$ cat src/rtl/i2c_target_stretch.sv
module i2c_target_stretch (
  input  logic       clk,
  input  logic       rst_n,
  input  logic       scl_i,
  input  logic       sda_i,
  output logic       scl_oe,
  output logic       sda_oe,
  input  logic       reg_we,
  input  logic [1:0] reg_sel,
  input  logic [9:0] reg_wdata,
  output logic [9:0] reg_rdata,
  output logic       irq
);
  localparam logic [1:0] SEL_CTRL = 2'd0, SEL_OWN = 2'd1, SEL_DATA = 2'd2, SEL_STAT = 2'd3;
  localparam int ENB = 0, STRB = 1, TENB = 2, ALLB = 3, GCB = 4, NAKB = 5, RELB = 6;

  typedef enum logic [2:0] {S_IDLE, S_ADDR, S_ADDR2, S_ACK, S_RX, S_TX, S_TXACK, S_WAIT} st_t;

  logic [2:0] scl_p, sda_p;
  logic scl_s, scl_q, sda_s, sda_q;
  logic scl_r, scl_f, start, stop;

  logic en, str_en, ten, all, gce, nack, rel;
  logic [9:0] own;
  logic [7:0] sh, txs, rxd;
  logic [3:0] cnt;
  st_t st, nxt;
  logic ackd, clr, mack, rw, gc_hit, ten_ok, hold;

  logic dec_ack, dec_fin, dec_rw, dec_gc;
  st_t dec_to;

  assign scl_s = scl_p[1];
  assign scl_q = scl_p[2];
  assign sda_s = sda_p[1];
  assign sda_q = sda_p[2];
  assign scl_r = scl_s & ~scl_q;
  assign scl_f = ~scl_s & scl_q;
  assign start = scl_s & scl_q & sda_q & ~sda_s;
  assign stop  = scl_s & scl_q & ~sda_q & sda_s;

  always_ff @(posedge clk or negedge rst_n)
    if (!rst_n) begin
      scl_p <= 3'b111;
      sda_p <= 3'b111;
    end else begin
      scl_p <= {scl_p[1:0], scl_i};
      sda_p <= {sda_p[1:0], sda_i};
    end

  always_comb begin
    dec_ack = 1'b0;
    dec_fin = 1'b0;
    dec_rw  = 1'b0;
    dec_gc  = 1'b0;
    dec_to  = S_WAIT;
    if (st == S_ADDR2) begin
      if (all || sh == own[7:0]) begin
        dec_ack = 1'b1;
        dec_fin = 1'b1;
        dec_to  = S_RX;
      end
    end else if (gce && sh == 8'h00) begin
      dec_ack = 1'b1;
      dec_fin = 1'b1;
      dec_gc  = 1'b1;
      dec_to  = S_RX;
    end else if (ten && sh[7:3] == 5'b11110) begin
      if (all || sh[2:1] == own[9:8]) begin
        if (!sh[0]) begin
          dec_ack = 1'b1;
          dec_to  = S_ADDR2;
        end else if (all || ten_ok) begin
          dec_ack = 1'b1;
          dec_fin = 1'b1;
          dec_rw  = 1'b1;
          dec_to  = S_TX;
        end
      end
    end else if (all || (!ten && sh[7:1] == own[6:0])) begin
      dec_ack = 1'b1;
      dec_fin = 1'b1;
      dec_rw  = sh[0];
      dec_to  = sh[0] ? S_TX : S_RX;
    end
  end

  always_ff @(posedge clk or negedge rst_n)
    if (!rst_n) begin
      {en, str_en, ten, all, gce, nack} <= '0;
      rel    <= 1'b1;
      own    <= '0;
      sh     <= '0;
      txs    <= 8'hff;
      rxd    <= '0;
      cnt    <= '0;
      st     <= S_IDLE;
      nxt    <= S_IDLE;
      ackd   <= 1'b0;
      clr    <= 1'b0;
      mack   <= 1'b0;
      rw     <= 1'b0;
      gc_hit <= 1'b0;
      ten_ok <= 1'b0;
      irq    <= 1'b0;
    end else begin
      irq <= 1'b0;
      if (reg_we)
        case (reg_sel)
          SEL_CTRL: begin
            en     <= reg_wdata[ENB];
            str_en <= reg_wdata[STRB];
            ten    <= reg_wdata[TENB];
            all    <= reg_wdata[ALLB];
            gce    <= reg_wdata[GCB];
            nack   <= reg_wdata[NAKB];
            rel    <= str_en ? reg_wdata[RELB] : (rel | reg_wdata[RELB]);
          end
          SEL_OWN:  own <= reg_wdata;
          SEL_DATA: txs <= reg_wdata[7:0];
          default: ;
        endcase
      if (!en) begin
        st     <= S_IDLE;
        ten_ok <= 1'b0;
      end else if (start) begin
        st     <= S_ADDR;
        cnt    <= '0;
        gc_hit <= 1'b0;
      end else if (stop) begin
        st     <= S_IDLE;
        ten_ok <= 1'b0;
      end else
        case (st)
          S_ADDR, S_ADDR2, S_RX:
            if (scl_r) begin
              sh  <= {sh[6:0], sda_s};
              cnt <= cnt + 4'd1;
            end else if (scl_f && cnt == 4'd8) begin
              if (st == S_RX) begin
                rxd  <= sh;
                irq  <= 1'b1;
                ackd <= ~nack;
                clr  <= str_en;
                nxt  <= S_RX;
                st   <= S_ACK;
              end else if (dec_ack) begin
                ackd <= 1'b1;
                clr  <= dec_fin;
                irq  <= dec_fin;
                nxt  <= dec_to;
                st   <= S_ACK;
                if (dec_fin) rw <= dec_rw;
                if (dec_gc) gc_hit <= 1'b1;
                if (st == S_ADDR2) ten_ok <= 1'b1;
              end else begin
                st <= S_WAIT;
                if (st == S_ADDR2) ten_ok <= 1'b0;
              end
            end
          S_ACK:
            if (scl_f) begin
              st  <= nxt;
              cnt <= '0;
              if (clr) rel <= 1'b0;
            end
          S_TX:
            if (scl_r) cnt <= cnt + 4'd1;
            else if (scl_f) begin
              if (cnt == 4'd8) st <= S_TXACK;
              else txs <= {txs[6:0], 1'b1};
            end
          S_TXACK:
            if (scl_r) mack <= ~sda_s;
            else if (scl_f) begin
              if (mack) begin
                st  <= S_TX;
                cnt <= '0;
                rel <= 1'b0;
                irq <= 1'b1;
              end else st <= S_WAIT;
            end
          default: ;
        endcase
    end

  always_ff @(posedge clk or negedge rst_n)
    if (!rst_n) hold <= 1'b0;
    else if (!en || rel) hold <= 1'b0;
    else if (!scl_s) hold <= 1'b1;

  assign scl_oe = en & hold;
  assign sda_oe = en & (((st == S_ACK) & ackd) | ((st == S_TX) & ~txs[7]));

  always_comb
    case (reg_sel)
      SEL_CTRL: reg_rdata = {3'b000, rel, nack, gce, all, ten, str_en, en};
      SEL_OWN:  reg_rdata = own;
      SEL_DATA: reg_rdata = {2'b00, rxd};
      default:  reg_rdata = {7'b0, hold, gc_hit, rw};
    endcase

  p_off_idle_r1: assert property (@(posedge clk) disable iff (!rst_n)
    !en |=> st == S_IDLE);
  p_hold_after_low_r2: assert property (@(posedge clk) disable iff (!rst_n)
    $rose(scl_oe) |-> !$past(scl_s));
  p_release_frees_r2: assert property (@(posedge clk) disable iff (!rst_n)
    $past(rel) |-> !scl_oe);
  p_sda_low_phase_r5: assert property (@(posedge clk) disable iff (!rst_n || !en)
    (sda_oe != $past(sda_oe)) |-> !$past(scl_s));
  p_irq_pulse_r4: assert property (@(posedge clk) disable iff (!rst_n)
    irq |=> !irq);
endmodule

$ cat config.mk
export PLATFORM = sky130hd
export DESIGN_NAME = i2c_target_stretch
export DESIGN_NICKNAME = d
export VERILOG_FILES = /design/src/rtl/i2c_target_stretch.sv
export SDC_FILE = /design/constraint.sdc
export NUM_CORES = 1
export LEC_CHECK = 0
export BUFFER_PORTS_ARGS = -buffer_cell sky130_fd_sc_hd__buf_2
export CORE_UTILIZATION = 35
export DETAILED_ROUTE_END_ITERATION = 8
export PLACE_DENSITY = 0.64
export SKIP_CTS_REPAIR_TIMING = 1
export SYNTH_ARGS = -nofsm -noshare
export SYNTH_HDL_FRONTEND = slang
export SYNTH_SLANG_ARGS = --single-unit
$ cat constraint.sdc
create_clock -name clk -period 4.3 [get_ports clk]
set_clock_uncertainty 0.1 [all_clocks]
set_input_delay 1.29 -clock clk [delete_from_list [all_inputs] [get_ports clk]]
set_output_delay 1.29 -clock clk [all_outputs]
set_load 0.02 [all_outputs]
==> metrics.md <==
| Metric | Value |
|---|---|
| Worst Setup SP | reg_sel[1] |
| Post-DRT Antenna Nets | 0 |
| Initial antenna violation count | 0 |
| Area Overhead vs Synth | 13.67% |
| RSZ-0062 raised after global routing | no |
| Share of post-route cells with drive strength above 1 | 28.49% |
| Design Area, Final | 3933 µm² |
| # Max-Cap Violations | 0 |
| Cells on worst reg2reg path | 6 |
| # DRC | 0 |
| Asr flop ratio synth | 100.0% |
| Final setup violation count | 0 |
| Final net count | 372 |
| Post-Route Setup TNS | 0 ps |
| Hold Startpoint | sda_p[0] |
| Post-DP Area | 3696 µm² |
| Minimum clock period | 3789 ps |
| Worst hold path type | flip-flop to flip-flop |
| Reg-to-reg endpoint | rw |
| GRT overflow | 0 |
| Setup CP Type | input pin to primary output |
| Count of different cell masters after synthesis | 53 |
| Reg clk slew, reported paths | 80 ps |
| Buffering stage count on the worst path with inverters included | 2 |
| Clock power share | 28.9% |
| Slew margin rel. | 44.50% |
| Vias | 2,557 |
| CTS H-Tree Depth | 3 |
| Ys flop type | dfrtp_1 |
| Boundary Pins | 30 |
| Combinational group share of total power | 26.0% |
| FMAX | 0.2639 GHz |
| Register area | 1645 µm² |
| Critical path's top delay family | simple AND/OR/NAND/NOR gates |
| Static leakage | 0.001762 µW |
| Post-synth EDFFs | 0 |
| Syn_nets | 351 |
| Crit-path slowest cell | nor2b_1 |
| R2R Path Start | scl_p[2] |
| Fin. max-slew vios | 0 |
| Seq cells post-synth | 65 |
| Clk_lat worst skew | 340 ps |
| Hold Violations, Final | 0 |
| Initial drt markers | 185 |
| Initial DRT Pass Iterations | 4 |
| Starting Density | 36.74% |
| Final WS setup | 510.8 ps |
| Startpoint types | input pin |
| Synth warn | 0 |
| Pin count of the biggest net entering global routing | 66 |
| Most frequent cells in the layout | 50 x dfrtp_1, 34 x nand2_1, 31 x mux2_2 |
| Fillers | 926 |
| Multi-input gate area | 1684 µm² |
| Fin crit share | 88.12% |
| GRT Util Overall | 16.75% |
| Synth Area per Inst | 10.42 µm² |
| Int Power | 1376 µW |
| Worst-Margin Slew | 832.5 ps |
| CTS tree | done |
| Crit path max fanout | 10 |
| Die Wd | 101.4 µm |
| Full die area | 10,290 µm² |
| Root Driver | clkbuf_8 |
| Hold endpoint | sda_p[1] |
| Row count | 35 |
| Gp weighted congestion | 0.8830 |
| CTS Buf Count | 9 |
| Worst slack, placed | 494.3 ps |
| Hold path cells | 0 |
| Sequential area share after synthesis | 47.56% |
| Reg2Reg Setup Slack | 1690 ps |
| Syn Inst Count | 332 |
| Clock tree buffer depth | 2 |
| Vias/cell | 5.251 |
| Power density over cell area | 538.7 nW/µm² |
| CP cell instances | buf_2 > nor2b_1 > nand2_1 > o21ai_0 > buf_2 |
| Reg power frac | 45.1% |
| Sw Share | 35.07% |
| Crit end category | primary output |
| Total power | 2119 µW |
| Slowest Stage Delay on Critical Path | 460 ps |
| VDD IR max | 0.0002461 V |
| Hold Slack | 248.7 ps |
| Crit-path most repeated cell | buf_2 |
| Die span in y | 101.4 µm |
| Status | completed |
| Detailed Place HPWL | 5.557 mm |
| Cell area after synthesis | 3460 µm² |
| WL per Instance | 15.95 µm |
| Number of port buffers | 29 |
| Commonest non-fill, non-tap cell in the layout | dfrtp_1 |
| Required time worst endpoint | 2910 ps |
| Net Sw Power | 743.0 µW |
| N_diodes | 0 |
| Vias in the first global route | 2,518 |
| Core area | 9415 µm² |
| WL final | 7.770 mm |
| First-pass GRT wire length | 13.12 mm |
| Crit path DAT | 2400 ps |
| Clk sink count | 65 |
power by group through the flow:
stage	clock, µW	sequential, µW	combinational [µW]
floorplan	0	837	525
detailed placement	0	965	553
finish	613	955	551
global placement	0	961	537
CTS	629	954	555
global route	652	978	618
layout make-up:
type	instances	area share [%]
clock buffers	11	3.850
clock inverters	5	2.164
inverters	10	0.9545
multi-input cells	235	42.83
flip-flops and latches	65	41.84
well taps	129	4.104
repair buffers	32	4.263
worst max-delay path by stage:
stage,to,slack [ps],cells past startpoint
finish,reg_rdata[6],510,5
global route,reg_rdata[6],390,5
detailed placement,reg_rdata[6],490,5
CTS,reg_rdata[6],490,5
floorplan,reg_rdata[0],640,2
global placement,reg_rdata[6],490,5
metrics by stage:
stage	util, %	cells
2_1_floorplan	-	332
3_3_place_gp	39.26	471
3_5_place_dp	39.26	471
4_1_cts	41.77	487
5_1_grt	41.77	487
6_report	41.77	487
synth_stat cells, types with 2 or more instances:
cell       n  area [µm²]
a211o_1    2       17.52
a211oi_1   3       22.52
a21oi_1   15       75.07
a22o_1     2       17.52
a311oi_1   2       17.52
a31oi_1    2       12.51
and2_1     3       18.77
and3_1     4       25.02
buf_2      2       10.01
buf_4      2       15.01
clkbuf_1  18       67.56
dfrtp_1   50        1251
dfstp_2   15       394.1
ha_1       2       25.02
inv_1     10       37.54
mux2_2    31       349.1
mux2i_1   12       120.1
mux4_2     3       67.56
nand2_1   34       127.6
nand2b_1   4       25.02
nand3_1   11       55.05
nand4b_1   2       17.52
nor2_1    12       45.04
nor2b_1    7       43.79
nor3_1     4       20.02
nor3b_1    2       15.01
nor4_1     6       37.54
o211ai_1   2       15.01
o21ai_0   24       120.1
o311ai_0   2       17.52
o31a_1     2       17.52
or2_2      2       12.51
or4_1      2       15.01
xnor2_1    3       26.28
xor2_1    17       148.9
sequential cells by signal (all words and copies together) (netlist names), 3 cells and up:
register / count
txs: 8
scl_p: 3
rxd: 8
sda_p: 3
cnt: 4
st: 3
nxt: 3
sh: 8
own: 10
per-layer routing:
metal  GRT usage, %  part of all wire [%]
met1          22.80                    48
met2          26.79                    47
met3          4.210                   3.7
met4          4.125                  0.86
met5              0                     0
kinds of logic (layout without fill, tap and decap cells):
| family | Yosys count | count (layout) | share of synthesized area, % |
|---|---|---|---|
| multiplexers | 46 | 46 | 15.52 |
| adder cells (fa/ha/maj) | 2 | 2 | 0.7232 |
| buffers and inverters | 32 | 58 | 3.761 |
| AND/OR/NAND/NOR | 101 | 101 | 15.23 |
| flip-flops | 65 | 65 | 47.56 |
| XOR/XNOR | 20 | 20 | 5.063 |
| AO/OA/AOI/OAI | 66 | 66 | 12.15 |
(Power assumes the default switching activity.)
